## config.mk

```make
export PLATFORM = sky130hd
export DESIGN_NAME = fdc_rst_seq
export DESIGN_NICKNAME = d
export VERILOG_FILES = /design/src/rtl/fdc_rst_pkg.sv /design/src/rtl/fdc_rst_trig.sv /design/src/rtl/fdc_rst_timer.sv /design/src/rtl/fdc_rst_stat.sv /design/src/rtl/fdc_rst_seq.sv
export SDC_FILE = /design/constraint.sdc
export NUM_CORES = 1
export LEC_CHECK = 0
export BUFFER_PORTS_ARGS = -buffer_cell sky130_fd_sc_hd__buf_2
export CAP_MARGIN = 10
export CORE_ASPECT_RATIO = 0.75
export CORE_MARGIN = 10
export CORE_UTILIZATION = 59
export CTS_CLUSTER_DIAMETER = 80
export DETAILED_ROUTE_END_ITERATION = 12
export PLACE_DENSITY = 0.85
export SETUP_SLACK_MARGIN = 0.02
export SLEW_MARGIN = 40
export SYNTH_ARGS = -nofsm -noshare
export SYNTH_HDL_FRONTEND = slang
export SYNTH_SLANG_ARGS = --single-unit
```

## constraint.sdc

```tcl
create_clock -name clk -period 4.85 [get_ports clk]
set_clock_uncertainty 0.05 [all_clocks]
set_input_delay 0.7275 -clock clk [delete_from_list [all_inputs] [get_ports clk]]
set_output_delay 0.7275 -clock clk [all_outputs]
set_load 0.05 [all_outputs]
```

## src/rtl/fdc_rst_pkg.sv

```systemverilog
package fdc_rst_pkg;

  typedef enum logic [1:0] {
    EV_NONE  = 2'd0,
    EV_RESET = 2'd1,
    EV_PDOWN = 2'd2,
    EV_RATE  = 2'd3
  } evt_code_t;

  localparam logic [7:0] MSR_READY = 8'h80;
  localparam logic [7:0] MSR_CLEAR = 8'h00;
  localparam logic [1:0] RATE_DEFAULT = 2'd2;

  // cycles needed for a delay given in microseconds
  function automatic int unsigned us_to_cycles(input int unsigned mhz, input int unsigned us);
    return mhz * us;
  endfunction

  // status byte at the start of a transfer phase
  function automatic logic [7:0] xfer_status(input logic host_wr, input logic dma);
    logic [7:0] s;
    s = host_wr ? 8'h10 : 8'h50;
    if (!dma) begin
      s = s | 8'h20;
      if (host_wr) s = s | 8'h80;
    end
    return s;
  endfunction

endpackage

```

## src/rtl/fdc_rst_trig.sv

```systemverilog
module fdc_rst_trig (
  input  logic clk,
  input  logic rst_n,
  input  logic wr_en,
  input  logic wr_sel,
  input  logic bit_rel,       // control register bit 2
  input  logic bit_top,       // rate register bit 7
  input  logic pwr_dn,
  input  logic cfg_rate_rst_dis,
  output logic trig_rst,
  output logic trig_rate,
  output logic dor_low_wr,
  output logic dsr_wr
);

  logic rel_q;
  logic top_q;
  logic dor_wr;

  assign dor_wr     = wr_en && !wr_sel;
  assign dsr_wr     = wr_en &&  wr_sel;
  assign dor_low_wr = dor_wr && !bit_rel;

  assign trig_rst = (dor_wr && bit_rel && !rel_q) ||
                    (dsr_wr && !cfg_rate_rst_dis && (pwr_dn || (bit_top && !top_q)));
  assign trig_rate = dsr_wr && !cfg_rate_rst_dis && !bit_top;

  always_ff @(posedge clk or negedge rst_n) begin
    if (!rst_n) begin
      rel_q <= 1'b0;
      top_q <= 1'b0;
    end else begin
      if (dor_wr) rel_q <= bit_rel;
      if (dsr_wr) top_q <= bit_top;
    end
  end

endmodule

```

## src/rtl/fdc_rst_timer.sv

```systemverilog
module fdc_rst_timer
  import fdc_rst_pkg::*;
#(
  parameter int unsigned CLK_MHZ  = 100,
  parameter int unsigned SHORT_US = 8,
  parameter int unsigned LONG_US  = 1000
) (
  input  logic       clk,
  input  logic       rst_n,
  input  logic       trig_rst,
  input  logic       trig_rate,
  input  logic       pwr_dn,
  output logic       busy,
  output logic       fire,
  output evt_code_t  fire_code,
  output logic       evt_valid,
  output logic [1:0] evt_code
);

  localparam int unsigned SHORT_CYC = us_to_cycles(CLK_MHZ, SHORT_US);
  localparam int unsigned LONG_CYC  = us_to_cycles(CLK_MHZ, LONG_US);
  localparam int unsigned MAX_CYC   = (LONG_CYC > SHORT_CYC) ? LONG_CYC : SHORT_CYC;
  localparam int          CW        = $clog2(MAX_CYC) + 1;

  logic [CW-1:0] cnt;
  evt_code_t     pend;
  logic          load;

  assign load      = trig_rst || trig_rate;
  assign fire      = busy && (cnt == '0) && !load;
  assign fire_code = pend;

  always_ff @(posedge clk or negedge rst_n) begin
    if (!rst_n) begin
      cnt       <= '0;
      busy      <= 1'b0;
      pend      <= EV_NONE;
      evt_valid <= 1'b0;
      evt_code  <= 2'd0;
    end else begin
      evt_valid <= fire;
      if (fire) evt_code <= pend;
      if (trig_rst) begin
        busy <= 1'b1;
        cnt  <= pwr_dn ? CW'(LONG_CYC - 1) : CW'(SHORT_CYC - 1);
        pend <= pwr_dn ? EV_PDOWN : EV_RESET;
      end else if (trig_rate) begin
        busy <= 1'b1;
        cnt  <= CW'(SHORT_CYC - 1);
        pend <= EV_RATE;
      end else if (fire) begin
        busy <= 1'b0;
      end else if (busy) begin
        cnt <= cnt - 1'b1;
      end
    end
  end

endmodule

```

## src/rtl/fdc_rst_stat.sv

```systemverilog
module fdc_rst_stat
  import fdc_rst_pkg::*;
(
  input  logic       clk,
  input  logic       rst_n,
  input  logic       fire,
  input  evt_code_t  fire_code,
  input  logic       dor_low_wr,
  input  logic       dsr_wr,
  input  logic [1:0] rate_field,
  input  logic       xfer_start,
  input  logic       xfer_host_wr,
  input  logic       dma_mode,
  input  logic       dma_ack,
  input  logic       cfg_at,
  output logic [7:0] msr,
  output logic       dma_req,
  output logic [1:0] rate,
  output logic       ctrl_clr,
  output logic       pcnt_clr
);

  logic norm_done;

  assign norm_done = fire && (fire_code == EV_RESET);

  always_ff @(posedge clk or negedge rst_n) begin
    if (!rst_n) begin
      msr      <= MSR_READY;
      dma_req  <= 1'b0;
      rate     <= 2'd0;
      ctrl_clr <= 1'b0;
      pcnt_clr <= 1'b0;
    end else begin
      ctrl_clr <= norm_done;
      pcnt_clr <= norm_done || dor_low_wr;

      if (norm_done)       msr <= MSR_READY;
      else if (dor_low_wr) msr <= MSR_CLEAR;
      else if (xfer_start) msr <= xfer_status(xfer_host_wr, dma_mode);

      if (norm_done || dor_low_wr)   dma_req <= 1'b0;
      else if (xfer_start && dma_mode) dma_req <= 1'b1;
      else if (dma_ack)              dma_req <= 1'b0;

      if (norm_done && !cfg_at) rate <= RATE_DEFAULT;
      else if (dsr_wr)          rate <= rate_field;
    end
  end

endmodule

```

## src/rtl/fdc_rst_seq.sv

```systemverilog
module fdc_rst_seq
  import fdc_rst_pkg::*;
#(
  parameter int unsigned CLK_MHZ  = 100,
  parameter int unsigned SHORT_US = 8,
  parameter int unsigned LONG_US  = 1000
) (
  input  logic       clk,
  input  logic       rst_n,
  input  logic       wr_en,
  input  logic       wr_sel,
  input  logic [7:0] wr_data,
  input  logic       pwr_dn,
  input  logic       cfg_at,
  input  logic       cfg_rate_rst_dis,
  input  logic       xfer_start,
  input  logic       xfer_host_wr,
  input  logic       dma_mode,
  input  logic       dma_ack,
  output logic [7:0] msr_o,
  output logic       dma_req_o,
  output logic [1:0] rate_o,
  output logic       rst_busy_o,
  output logic       evt_valid_o,
  output logic [1:0] evt_code_o,
  output logic       ctrl_clr_o,
  output logic       pcnt_clr_o
);

  logic      trig_rst;
  logic      trig_rate;
  logic      dor_low_wr;
  logic      dsr_wr;
  logic      tmr_fire;
  evt_code_t tmr_code;

  fdc_rst_trig u_trig (
    .clk              (clk),
    .rst_n            (rst_n),
    .wr_en            (wr_en),
    .wr_sel           (wr_sel),
    .bit_rel          (wr_data[2]),
    .bit_top          (wr_data[7]),
    .pwr_dn           (pwr_dn),
    .cfg_rate_rst_dis (cfg_rate_rst_dis),
    .trig_rst         (trig_rst),
    .trig_rate        (trig_rate),
    .dor_low_wr       (dor_low_wr),
    .dsr_wr           (dsr_wr)
  );

  fdc_rst_timer #(
    .CLK_MHZ  (CLK_MHZ),
    .SHORT_US (SHORT_US),
    .LONG_US  (LONG_US)
  ) u_tmr (
    .clk       (clk),
    .rst_n     (rst_n),
    .trig_rst  (trig_rst),
    .trig_rate (trig_rate),
    .pwr_dn    (pwr_dn),
    .busy      (rst_busy_o),
    .fire      (tmr_fire),
    .fire_code (tmr_code),
    .evt_valid (evt_valid_o),
    .evt_code  (evt_code_o)
  );

  fdc_rst_stat u_stat (
    .clk          (clk),
    .rst_n        (rst_n),
    .fire         (tmr_fire),
    .fire_code    (tmr_code),
    .dor_low_wr   (dor_low_wr),
    .dsr_wr       (dsr_wr),
    .rate_field   (wr_data[1:0]),
    .xfer_start   (xfer_start),
    .xfer_host_wr (xfer_host_wr),
    .dma_mode     (dma_mode),
    .dma_ack      (dma_ack),
    .cfg_at       (cfg_at),
    .msr          (msr_o),
    .dma_req      (dma_req_o),
    .rate         (rate_o),
    .ctrl_clr     (ctrl_clr_o),
    .pcnt_clr     (pcnt_clr_o)
  );

endmodule

```

Word level (Yosys, flattened, before mapping) --
Cells that the tools add are included.
Cells by class: mux-type cells 22, reduce and logical (&&, ||, !) cells 34, equal/unequal tests 2, add/sub/neg operators 1
Operators with widths (number):
- 18-bit 2-to-1 mux | 4
- 8-bit 2-to-1 mux | 5
- 18-bit zero test | 1
- 18-bit by 1-bit subtractor with 18-bit output (second input constant) | 1
- 17-bit 2-to-1 mux | 1
- 1-bit logical AND | 14
- 3-bit nonzero test | 4
- 2-bit 2-to-1 mux | 5
- 1-bit zero test | 8
- 7-bit 2-to-1 mux | 1
- 1-bit 2-to-1 mux | 6
- 1-bit logical OR | 4
- 2-bit nonzero test | 2
- 3-bit != test (second input constant) | 1
- 2-bit by 1-bit equality test with 1-bit output (second input constant) | 1
- 2-bit AND reduction | 1
Storage, ports and cells: output and inout bits 17, register bits 39, word-level logic and storage cells 71

Logic depth before layout (Yosys ltp) --
depth in word-level cells 11, depth in mapped cells 10, depth with buffers taken out 7

By module --
A second synthesis with hierarchy kept.
Unflattened totals: cell total of the unflattened synthesis 195, area, all modules 1955.6 µm²
By module, submodules not included:
- fdc_rst_timer | instances 1, cells each 145, area an instance 1406.3 µm², sequential area each 600.6 µm²
- fdc_rst_stat | instances 1, cells each 36, area an instance 412.9 µm², sequential area each 226.5 µm²
- fdc_rst_trig | instances 1, cells each 14, area an instance 136.4 µm², sequential area each 50.0 µm²

Least setup slack after synthesis --
No wires, ideal clock.
path kind register to register, from register u_tmr.cnt[3], to register u_tmr.cnt[16], setup slack 2.500 ns, library setup time 0.073 ns, data arrival time 2.227 ns, stages on the path, launching flop included 8, period minus slack after synthesis 2.350 ns, data required time 4.727 ns, path buffers 2, cell sequence dfrtp_1 or4_1 buf_2 or3_1 buf_6 or3_4 a22oi_2 a2bb2oi_2
Between the ends: cells in the longest elaborated chain, start to end 5, elaborated cells between the ends (all ways) 10
RTL lines:
- from (decl) | line fdc_rst_timer.sv:25 | logic [CW-1:0] cnt;
- from (signal assigned) | line fdc_rst_timer.sv:45 | cnt <= pwr_dn ? CW'(LONG_CYC - 1) : CW'(SHORT_CYC - 1);
- from (signal assigned) | line fdc_rst_timer.sv:49 | cnt <= CW'(SHORT_CYC - 1);
- from (signal assigned) | line fdc_rst_timer.sv:54 | cnt <= cnt - 1'b1;
- 18-bit by 1-bit subtractor with 18-bit output or 18-bit zero test (tied branches) | line fdc_rst_timer.sv:54, fdc_rst_timer.sv:30
- 18-bit 2-to-1 mux or 1-bit logical AND (tied branches) | line fdc_rst_timer.sv:53, fdc_rst_timer.sv:30
- 18-bit 2-to-1 mux or 1-bit logical AND (tied branches) | line fdc_rst_timer.sv:51, fdc_rst_timer.sv:30
- 18-bit 2-to-1 mux or 3-bit != test (tied branches)
- 18-bit 2-to-1 mux or 2-bit AND reduction (tied branches)
Parallel ways exist; a longest one is shown, timed or not. The select of a mux whose other input is x is not followed. A chain may end at the register's enable or synchronous reset.

Final worst setup path --
from register u_tmr.cnt[3], to register u_tmr.cnt[4]
Same word-level chain as after synthesis.

==> qor.yml <==
status: "finished clean"
end_kind: "flop"
critical_path.top_delay_family: "simple AND/OR/NAND/NOR gates"
grt_pass1_vias: 1512
wl_met3_um: 260
core-area_um2: 2980
synth-main-ff-cell: "dfrtp_1"
hold_viol: 0
dieArea_um2: 5840
antenna_found_initial: 0
final-max-slew-violation-count: 0
slew_headroom_pct: 59.3
die_y_um: 68.7
critPathMaxStageDelay_ns: 0.65
drt_iter0_drc: 167
fmax_mhz: 364
wl_met1_um: 1860
critPathLaunchType: "flop"
overflow: 0
critPathBufInv: 0
slowest_stage: "or4_1"
vias: 1525
gp_congestion: 0.837
critPathMaxFanout: 19
seq_area_frac_synth_pct: 47.0
clock_sinks: 35
cp.arrival_ns: 2.86
post_cts_buffers: 0
synth.distinct_cells: 50
root_buffer: "clkbuf_8"
required_ns: 4.96
area_growth_pct: 10.3
synth-edff-count: 0
vdd_drop_max_mv: 0.231
cellLeakagePower_nw: 0.946
layout_common_cells: "dfrtp_1 (34), buf_2 (27), nor2_1 (15)"
ys_warn_count: 0
synthArstFlopShare_pct: 100
wl_per_cell_um: 17.4
cts_resized: 0
wl_met2_um: 2170
power_mw: 0.714
htreeDepth: 2
cts_buffers: 5
min_path_type: "in -> async"
crit_path_frequent_cell: "or3_1"
cp_cell_sequence: "or4_1 -> or3_1 -> o21ai_4 -> nor4_1 -> or3_1"
grt_start_max_net_pins: 36
drive_gt1_share_pct: 23.9
clock_latency_ns: 0.29
dp_hpwl_um: 3190
cts_tree: "done"
row_count: 17
path_clk_slew_ns: 0.06
synth_seq_cells: 35
rsz0062_at_grt: "false"
netlist_instances: 189
synth.avg_cell_area_um2: 9.88
insertedDiodeCount: 0
cts_hold_buf: 0
syn_area_um2: 1870
drt_wl_total_um: 4380
start_util_pct: 62.7
routed.top_layer: "met4"
ant_nets: 0
tightestPinTransition_ns: 0.605
fin_setup_tns_ns: 0
vias_per_cell: 6.08
final-setup-viol-count: 0
period_minus_slack_ns: 2.75
fp.dieW_um: 85.0
grt_pass1_wl_um: 7050
crit_type: "reg -> reg"
min_period_over_period_pct: 56.7
final_common_cell: "dfrtp_1"
powerDensity_nw_per_um2: 347
cts_buffer_depth: 2
drv_cap: 0
drcViolationCount: 0
num_io_pins: 36
grt_use_total_pct: 15.0
port_buffers: 27
fin_nets: 232
drt_pre_antenna_iters: 4
-- sequential cells by signal, summed over array words and instances, names as in the netlist, 2 cells and up --
name             count
u_stat.msr           4
u_tmr.fire_code      2
u_stat.rate          2
u_tmr.cnt           18
u_tmr.evt_code       2
-- final timing paths --
| path | cells after the start | from | slack, ns | to |
|---|---|---|---|---|
| max | 5 | u_tmr.cnt[3] | 2.10 | u_tmr.cnt[4] |
| min | 1 | rst_n | 0.33 | u_tmr.busy |
| max reg2reg | 5 | u_tmr.cnt[3] | 2.10 | u_tmr.cnt[4] |
| min reg2reg | 2 | u_stat.msr[4] | 0.44 | u_stat.msr[4] |
| max in group asynchronous | 1 | rst_n | 4.07 | u_stat.msr[7] |
| min in group clk | 2 | u_stat.msr[4] | 0.44 | u_stat.msr[4] |
-- power breakdown --
| part | internal (mW) | leakage, nW | switching (mW) |
|---|---|---|---|
| logic | 0.0551 | 0.479 | 0.100 |
| clock network | 0.101 | 0.0422 | 0.0982 |
| registers | 0.329 | 0.425 | 0.0313 |
-- logic make-up after synthesis --
group / after synthesis / share of synthesized area [%]
other: 1 / 0.201
DFF: 35 / 47.0
muxes: 7 / 4.02
AOI/OAI and AO/OA: 48 / 18.2
and+or+nand+nor: 68 / 20.9
adders and majority gates: 1 / 0.670
buffers and inverters: 25 / 7.10
xor gates and xnor gates: 4 / 1.88
-- cells in the mapped netlist, drive strengths merged, types with 5 or more instances --
cell type | count | area (um^2)
a22oi | 5 | 42.5
nor2 | 15 | 56.3
buf | 12 | 83.8
or3 | 10 | 70.1
nor4 | 5 | 46.3
dfrtp | 34 | 851
o21ai | 14 | 81.3
a21oi | 8 | 40.0
inv | 9 | 33.8
nand2 | 12 | 45.0
-- worst register-to-register path, stage by stage, from the launching register on --
cell and delay [ns]:
dfrtp_1 0.42, or4_1 0.65, or3_1 0.59, o21ai_4 0.48, nor4_1 0.09, or3_1 0.35
-- metal layers --
layer	vias to the layer above	GRT usage, %
li1	724	-
met1	736	16.8
met2	54	25.5
met3	11	4.57
met4	0	8.61
met5	-	0
-- area by class of cell --
class	instances	area, um^2
sequential	35	877
clock inverter	1	5.00
multi-input combinational	132	868
clock buffer	7	76.3
tap	38	47.5
inverter	9	33.8
timing repair buffer	29	150
fill	224	920
-- per-stage QoR --
| step | worst slack, ns | util [%] | std cells | cell area, um^2 | hold WS [ns] |
|---|---|---|---|---|---|
| after floorplan | 2.50 | - | 192 | 1880 | 0.382 |
| after global placement | 2.21 | 66.1 | 242 | 1970 | 0.426 |
| after detailed placement | 2.15 | 66.3 | 243 | 1970 | 0.429 |
| after CTS | 2.14 | 69.0 | 251 | 2060 | 0.444 |
| after global routing | 2.02 | 69.1 | 251 | 2060 | 0.358 |
| final | 2.10 | 69.1 | 251 | 2060 | 0.328 |
Note: power is estimated with default switching activity, not from simulation.
